File: src/rtl/nf_pkg.sv
package nf_pkg;

    typedef enum logic [1:0] {
        SS_DIV32  = 2'b00,
        SS_DIV8   = 2'b01,
        SS_FULL   = 2'b10,
        SS_CNTSRC = 2'b11
    } samp_sel_e;

    typedef enum logic [2:0] {
        CS_F1    = 3'b000,
        CS_F2    = 3'b001,
        CS_F4    = 3'b010,
        CS_F8    = 3'b011,
        CS_F32   = 3'b100,
        CS_EXT   = 3'b101,
        CS_FAST  = 3'b110,
        CS_ALT   = 3'b111
    } cnt_sel_e;

endpackage

File: src/rtl/nf_sync.sv
module nf_sync #(
    parameter int STAGES = 2
) (
    input  logic clk,
    input  logic rst_n,
    input  logic pin_i,
    output logic meta_o,
    output logic lvl_o
);

    typedef struct packed {
        logic [STAGES-1:0] chain;
    } state_t;

    state_t st_d, st_q;

    always_comb begin
        st_d = st_q;
        st_d.chain = {st_q.chain[STAGES-2:0], pin_i};
    end

    always_ff @(posedge clk or negedge rst_n) begin
        if (!rst_n) st_q <= '0;
        else        st_q <= st_d;
    end

    assign meta_o = st_q.chain[0];
    assign lvl_o  = st_q.chain[STAGES-1];

endmodule

File: src/rtl/nf_strobe_mux.sv
module nf_strobe_mux
    import nf_pkg::*;
#(
    parameter int NUM_CH = 5
) (
    input  logic              clk,
    input  logic              rst_n,
    input  logic [1:0]        samp_sel_i,
    input  logic [2:0]        cnt_sel_i,
    input  logic [NUM_CH-1:0] filt_en_i,
    input  logic              tick_div2_i,
    input  logic              tick_div4_i,
    input  logic              tick_div8_i,
    input  logic              tick_div32_i,
    input  logic              tick_ext_i,
    input  logic              tick_fast_osc_i,
    input  logic              tick_alt_osc_i,
    output logic              strobe_o,
    output logic [NUM_CH-1:0] en_q_o,
    output logic [1:0]        samp_q_o
);

    typedef struct packed {
        logic [1:0]        samp;
        logic [2:0]        csrc;
        logic [NUM_CH-1:0] en;
    } state_t;

    state_t st_d, st_q;
    logic   cnt_tick;
    logic   stb;

    always_comb begin
        unique case (cnt_sel_e'(st_q.csrc))
            CS_F1:   cnt_tick = 1'b1;
            CS_F2:   cnt_tick = tick_div2_i;
            CS_F4:   cnt_tick = tick_div4_i;
            CS_F8:   cnt_tick = tick_div8_i;
            CS_F32:  cnt_tick = tick_div32_i;
            CS_EXT:  cnt_tick = tick_ext_i;
            CS_FAST: cnt_tick = tick_fast_osc_i;
            CS_ALT:  cnt_tick = tick_alt_osc_i;
            default: cnt_tick = 1'b0;
        endcase

        unique case (samp_sel_e'(st_q.samp))
            SS_DIV32:  stb = tick_div32_i;
            SS_DIV8:   stb = tick_div8_i;
            SS_FULL:   stb = 1'b1;
            SS_CNTSRC: stb = cnt_tick;
            default:   stb = 1'b0;
        endcase

        st_d = st_q;
        if (stb) begin
            st_d.samp = samp_sel_i;
            st_d.csrc = cnt_sel_i;
            st_d.en   = filt_en_i;
        end
    end

    always_ff @(posedge clk or negedge rst_n) begin
        if (!rst_n) st_q <= '0;
        else        st_q <= st_d;
    end

    assign strobe_o = stb;
    assign en_q_o   = st_q.en;
    assign samp_q_o = st_q.samp;

endmodule

File: src/rtl/nf_channel.sv
module nf_channel #(
    parameter int DEPTH = 3
) (
    input  logic clk,
    input  logic rst_n,
    input  logic strobe_i,
    input  logic filt_en_i,
    input  logic sync_i,
    output logic level_o,
    output logic rise_o,
    output logic fall_o
);

    typedef struct packed {
        logic [DEPTH-1:0] smp;
        logic             flt;
        logic             prev;
    } state_t;

    state_t st_d, st_q;
    logic   sel_lvl;

    always_comb begin
        st_d    = st_q;
        sel_lvl = filt_en_i ? st_q.flt : sync_i;

        if (strobe_i) begin
            st_d.smp = {st_q.smp[DEPTH-2:0], sync_i};
            // look ahead at the window including this sample
            if (&st_d.smp)       st_d.flt = 1'b1;
            else if (~|st_d.smp) st_d.flt = 1'b0;
        end

        st_d.prev = sel_lvl;
    end

    always_ff @(posedge clk or negedge rst_n) begin
        if (!rst_n) st_q <= '0;
        else        st_q <= st_d;
    end

    assign level_o = sel_lvl;
    assign rise_o  = sel_lvl & ~st_q.prev;
    assign fall_o  = ~sel_lvl & st_q.prev;

endmodule

File: src/rtl/noise_filter_bank.sv
module noise_filter_bank
    import nf_pkg::*;
#(
    parameter int NUM_CH      = 5,
    parameter int SYNC_STAGES = 2,
    parameter int MATCH_DEPTH = 3
) (
    input  logic              clk,
    input  logic              rst_n,
    input  logic [NUM_CH-1:0] pin_i,
    input  logic [1:0]        samp_sel_i,
    input  logic [2:0]        cnt_sel_i,
    input  logic [NUM_CH-1:0] filt_en_i,
    input  logic              tick_div2_i,
    input  logic              tick_div4_i,
    input  logic              tick_div8_i,
    input  logic              tick_div32_i,
    input  logic              tick_ext_i,
    input  logic              tick_fast_osc_i,
    input  logic              tick_alt_osc_i,
    output logic [NUM_CH-1:0] level_o,
    output logic [NUM_CH-1:0] rise_o,
    output logic [NUM_CH-1:0] fall_o
);

    logic              strobe;
    logic [NUM_CH-1:0] en_q;
    logic [1:0]        samp_q;
    logic [NUM_CH-1:0] syn_meta;
    logic [NUM_CH-1:0] syn_lvl;

    nf_strobe_mux #(.NUM_CH(NUM_CH)) u_strobe (
        .clk             (clk),
        .rst_n           (rst_n),
        .samp_sel_i      (samp_sel_i),
        .cnt_sel_i       (cnt_sel_i),
        .filt_en_i       (filt_en_i),
        .tick_div2_i     (tick_div2_i),
        .tick_div4_i     (tick_div4_i),
        .tick_div8_i     (tick_div8_i),
        .tick_div32_i    (tick_div32_i),
        .tick_ext_i      (tick_ext_i),
        .tick_fast_osc_i (tick_fast_osc_i),
        .tick_alt_osc_i  (tick_alt_osc_i),
        .strobe_o        (strobe),
        .en_q_o          (en_q),
        .samp_q_o        (samp_q)
    );

    for (genvar gi = 0; gi < NUM_CH; gi++) begin : g_ch
        nf_sync #(.STAGES(SYNC_STAGES)) u_sync (
            .clk    (clk),
            .rst_n  (rst_n),
            .pin_i  (pin_i[gi]),
            .meta_o (syn_meta[gi]),
            .lvl_o  (syn_lvl[gi])
        );

        nf_channel #(.DEPTH(MATCH_DEPTH)) u_chan (
            .clk       (clk),
            .rst_n     (rst_n),
            .strobe_i  (strobe),
            .filt_en_i (en_q[gi]),
            .sync_i    (syn_lvl[gi]),
            .level_o   (level_o[gi]),
            .rise_o    (rise_o[gi]),
            .fall_o    (fall_o[gi])
        );
    end

endmodule

File: config.mk
export PLATFORM = sky130hd
export DESIGN_NAME = noise_filter_bank
export DESIGN_NICKNAME = d
export VERILOG_FILES = /design/src/rtl/nf_pkg.sv /design/src/rtl/nf_sync.sv /design/src/rtl/nf_strobe_mux.sv /design/src/rtl/nf_channel.sv /design/src/rtl/noise_filter_bank.sv
export SDC_FILE = /design/constraint.sdc
export NUM_CORES = 1
export LEC_CHECK = 0
export CORE_MARGIN = 2
export CORE_UTILIZATION = 54
export DETAILED_ROUTE_END_ITERATION = 10
export PLACE_DENSITY = 0.84
export SYNTH_ARGS = -nofsm -noshare
export SYNTH_HDL_FRONTEND = slang
export SYNTH_SLANG_ARGS = --single-unit
File: constraint.sdc
create_clock -name clk -period 4.9 [get_ports clk]
set_input_delay 0.98 -clock clk [delete_from_list [all_inputs] [get_ports clk]]
set_output_delay 0.98 -clock clk [all_outputs]
set_load 0.01 [all_outputs]
# Word-level counts from Yosys, hierarchy flattened
# Cells that the tools add are included.
# classes
eq_ne	15
n_mux	17
bitwise_logic	20
n_reduce_logical	17
# ops
cell	n
2-to-1 mux 1 bit	15
AND reduction 3 bit	5
OR reduction 3 bit	5
== test 3 bit (second input constant)	4
AND 1 bit	10
!= test 2 x 1 -> 1 bit (second input constant)	5
NOT 1 bit	10
AND reduction 2 bit	5
case mux 1 bit (8 select lines)	1
== test 3 x 2 -> 1 bit (second input constant)	2
== test 2 bit (second input constant)	2
case mux 1 bit (4 select lines)	1
== test 3 x 1 -> 1 bit (second input constant)	1
logical NOT 3 bit	1
== test 2 x 1 -> 1 bit (second input constant)	1
logical NOT 2 bit	1
# totals
ff_bits	40
input_bits	24
out_inout_bits	15
wordCells	92

# Longest topological paths before layout
# logic_depth
ltp_word	4
depth_mapped	6
mapped_depth_nobuf	4

# Cells and area by module
# A second synthesis with hierarchy kept.
# unflattened
cells_unflattened	163
area_unflattened_um2	1896.8
# by_module_without_submodules
module	instances	cells_each	area_each_um2	seq_area_each_um2
nf_channel	5	14	181.4	100.1
nf_strobe_mux	1	83	739.5	250.2
nf_sync	5	2	50.0	50.0

# Worst setup path after synthesis
# No wires, ideal clock.
# synth_path
path_type	input to register
start	in tick_div2_i
end	reg g_ch[3].u_chan.st_q[2] in the netlist's numbering
setup_time_ns	0.125
arrival_ns	2.286
t_required_ns	4.775
path_slack_ns	2.489
path_stages	5
n_path_buf	1
cell_sequence	mux2_4 a221oi_4 a21oi_4 buf_8 mux2_4
# synth_between
elab_chain_len	2
# synth_rtl
element	line	rtl
from (decl)	noise_filter_bank.sv:14	input logic tick_div2_i,
case mux 1 bit (8 select lines)	nf_strobe_mux.sv:34	unique case (cnt_sel_e'(st_q.csrc))
case mux 1 bit (4 select lines)	nf_strobe_mux.sv:46	unique case (samp_sel_e'(st_q.samp))
to (signal assigned)	nf_channel.sv:39	else st_q <= st_d;
to (decl)	nf_channel.sv:20	state_t st_d, st_q;
# Every way passes these cells.
# A chain may end at the register's enable or synchronous reset.

# Final worst setup path
# layout_path
start	in tick_div4_i
end	reg u_strobe.st_q, in the netlist u_strobe.en_q_o[2]
# layout_between
elab_chain_len	2
# layout_rtl
element	line	rtl
from (decl)	noise_filter_bank.sv:15	input logic tick_div4_i,
case mux 1 bit (8 select lines)	nf_strobe_mux.sv:34	
case mux 1 bit (4 select lines)	nf_strobe_mux.sv:46	
to (signal assigned)	nf_strobe_mux.sv:64	else st_q <= st_d;
to (decl)	nf_strobe_mux.sv:29	state_t st_d, st_q;
# Every way passes these cells.

==> summary by stage <==
Critical path
The critical path startpoint category is an input pin. In this run the critical register-to-register path is captured at u_strobe.en_q_o[2]$_DFFE_PN0P_. The cell with the largest stage delay on the worst path is sky130_fd_sc_hd__a21oi_4.

The peak fanout along the critical path is 19. The number of cells on the worst reg-to-reg path is 4. The arrival time of data at the critical path endpoint is around 3 ns.

The largest stage delay on the critical path is between 0.5 and 0.6 ns. At the worst endpoint, the required time is 5.13 ns. The worst setup slack for register-to-register paths is roughly 2.7 ns. The critical path class is input pin to flop. The worst register-to-register path begins at u_strobe.st_q[7]$_DFFE_PN0P_. Walking the worst path, the cells encountered are clkdlybuf4s50_1, mux2i_1, a221o_1, a21oi_4, mux2_2. The capturing element type of the critical path is a flop.

Route
The residual antenna-violating net count after detailed routing is 0. For this run, the detailed router's first-pass iteration total came to 5. The routed layout has 1084 vias. Dividing the detail-routed wire length by the instance count gives around 14 µm. The initial DRC count is between 40 and 50. The final routed wirelength across all metal layers is between 2000 and 3000 µm. In the routed design, unresolved DRC markers number 0. Dividing the detail-routed via count by the number of cells gives 5.11.

Min path
The path with the worst hold slack has its endpoint at g_ch[3].u_sync.st_q[1]$_DFF_PN0_. The worst hold path passes through 0 cells. The worst hold path begins at g_ch[3].u_sync.st_q[0]$_DFF_PN0_. The tightest min-delay check is of the flop to flop type.

Timing
For this run, the top clock speed supported by timing is between 300 and 400 MHz. For the final database, setup skew stands at around 0.0092 ns. Setup repair after global routing left no endpoint under its margin.

The number of slew-limit violations in the final report is 0. For the finished layout, the period the worst path requires is between 2 and 3 ns. The worst pin sits at a relative slew slack of a little over two fifths. For the pin with the worst max-slew slack, the measured transition is 0.852 ns. The final setup violation count is 0. The post-route setup TNS is 0 ns. The final critical path takes up about 57% of the cycle. The number of endpoints with negative hold slack in the final report was 0. In the post-route analysis, the smallest setup slack over all paths is 2.12 ns.

CTS
The clock tree root buffer cell is sky130_fd_sc_hd__clkbuf_4. The clock latency on the worst-skew pair is roughly 0.34 ns. In this run the post-CTS setup repair buffer count came out at 0. The total CTS buffers is 5. In this run, post-CTS repair resized a total of 0 instances. After clock tree synthesis, the flow added hold-fix buffers numbering 0. Counting every sink on the clock net gives 40. The clock tree from TritonCTS is built. Clock-pin slew was measured on the worst setup and hold paths at 0.11 ns. The depth of the CTS H-tree is 2. In this run the deepest clock path goes through 2 buffers.

GRT
The via count of the first global-routing pass is 1198. The global-route wire length before repair is approximately 5500 µm. Across every metal layer, demand over resource in global routing totals 18.1%. The total global routing overflow is 0. The initial antenna violation count is 0. The maximum number of pins on one net before global-route repair is 41.

Yosys
The number of nets in the synthesized netlist is ~160. In this run, synthesis inferred 0 flip-flops with an integrated enable. For this run, the leading register cell type out of synthesis is sky130_fd_sc_hd__dfrtp_1.

The post-synthesis cell type count is 24. The cell area that synthesis handed to floorplanning was about 1800 µm². The synthesized instance count is between 100 and 150.

In this run, synthesis produced a sequential element count of 40. The synthesized area divided by synthesized cell count is roughly 13 µm². The number of synthesis warnings is 0. The fraction of the yosys area taken by sequential cells is approximately 55%.

After synthesis, the share of flip-flops with an asynchronous set or reset is 100%.

Die
The core region is 3280 µm². Once the floorplan was initialized, standard cells occupied a little under three fifths of the core. The horizontal die dimension is between 60 and 70 µm. 39 I/O pins were placed. The full die area is just under 4000 µm². The die outline height is about 62 µm. The site row count is 21.

Placed design
At the end of routability-driven placement, the weighted congestion stood at 0.709. Summed over all nets, the half-perimeter wirelength after detailed placement is 2160 µm. The number of buffers inserted by port buffering is 38. In this run, placement finished with an instance count of a little over 200. Once placement finished, the instance area stood at 2120 µm². Before CTS, the worst setup slack after placement is around 1.8 ns.

Layout
In the layout the commonest cells are sky130_fd_sc_hd__dfrtp_1 (40), sky130_fd_sc_hd__clkdlybuf4s50_1 (37), sky130_fd_sc_hd__mux2_2 (15). The finished cells cover 2170 µm². The final net count is 190. From synthesis to final layout, the design area changed by 18.6%. For this run, the share of the core covered by cells in the final layout is 66.0%. The diode insertion count for antenna repair is 0. The layout cell share with drive strength beyond 1 is 22.9%. The number of standard cells in the final layout excluding fillers is between 200 and 250.

The most frequent standard cell in the layout excluding fill and tap cells is sky130_fd_sc_hd__dfrtp_1.

Power
In this run the power density over the cells is ~600 nW/µm². The static leakage is 0.933 nW. Across the VDD grid, the largest voltage drop is around 0.00027 V.

Run status
The flow ran to the end, and the final reports show no timing, DRC or antenna violations.

Job
Across the run, the number of max-cap violations was 0.
==> layout make-up <==
class,instances,area [µm²]
timing repair buffer,38,375
clock buffer,6,41.3
tap,46,57.6
fill,249,1120
sequential,40,1000
multi-input combinational,71,649
clock inverter,1,5.00
inverter,10,37.5
==> per-stage QoR <==
stage | power, mW | hold WS, ns
finish | 1.28 | 0.349
global route | 1.38 | 0.367
CTS | 1.30 | 0.354
detailed placement | 1.15 | 0.340
global placement | 1.11 | 0.334
floorplan | 1.03 | 0.331
==> where the power goes <==
part / total (mW) / internal [mW] / switching [mW]
Combinational: 0.578 / 0.336 / 0.242
Sequential: 0.554 / 0.451 / 0.103
Clock: 0.149 / 0.0529 / 0.0962
Total: 1.28 / 0.840 / 0.441
==> worst max path at each step <==
| stage | start | to | slack (ns) | depth (start not counted) |
|---|---|---|---|---|
| floorplan | tick_div2_i | g_ch[3].u_chan.st_q[2]$_DFFE_PN0P_ | 2.49 | 5 |
| global placement | tick_fast_osc_i | u_strobe.st_q[7]$_DFFE_PN0P_ | 1.84 | 5 |
| detailed placement | tick_div4_i | u_strobe.en_q_o[2]$_DFFE_PN0P_ | 1.77 | 5 |
| CTS | tick_div4_i | u_strobe.en_q_o[2]$_DFFE_PN0P_ | 2.15 | 5 |
| global route | tick_div4_i | u_strobe.st_q[7]$_DFFE_PN0P_ | 2.05 | 5 |
| finish | tick_div4_i | u_strobe.en_q_o[2]$_DFFE_PN0P_ | 2.12 | 5 |
==> registers in the layout (all words and copies together) (netlist names) <==
| name | cells |
|---|---|
| g_ch.u_chan.st_q | 20 |
| g_ch.u_sync.st_q | 10 |
| u_strobe.en_q_o | 5 |
| u_strobe.st_q | 3 |
| u_strobe.samp_q_o | 2 |
==> synth_stat cells, types with 2 or more instances <==
cell	count	area (µm²)
sky130_fd_sc_hd__a211o_2	5	50.1
sky130_fd_sc_hd__a21o_2	2	17.5
sky130_fd_sc_hd__and2_1	6	37.5
sky130_fd_sc_hd__buf_4	15	113
sky130_fd_sc_hd__dfrtp_1	40	1000
sky130_fd_sc_hd__inv_1	10	37.5
sky130_fd_sc_hd__mux2_2	15	169
sky130_fd_sc_hd__mux2_4	5	75.1
sky130_fd_sc_hd__mux2i_1	6	60.1
sky130_fd_sc_hd__nand3_1	5	25.0
sky130_fd_sc_hd__nor2_1	7	26.3
sky130_fd_sc_hd__nor2b_1	2	12.5
sky130_fd_sc_hd__o211ai_1	5	37.5
sky130_fd_sc_hd__o31ai_1	5	37.5
==> worst max-delay path: cells and delay by family <==
kind	cells	cell delay [ns]
AO/OA/AOI/OAI	2	1.07
buffers and inverters	1	0.47
multiplexers	2	0.48
==> layer usage <==
metal  vias to the layer above  part of all wire (%)  GRT usage (%)
met2                        31                    49           30.7
met5                         -                     0              0
met1                       529                    44           21.9
met3                         5                   5.2           5.98
met4                         0                   1.4           5.83
li1                        519                     -              -
==> cells by family (layout without fill, tap and decap cells) <==
family / Yosys count / in the layout / synth area share (%)
flops: 40 / 40 / 54.8
buf+inv: 27 / 55 / 9.66
mux: 26 / 26 / 16.6
compound gates: 23 / 23 / 12.7
simple gates: 22 / 22 / 6.16
Note: power is estimated with default switching activity, not from simulation.
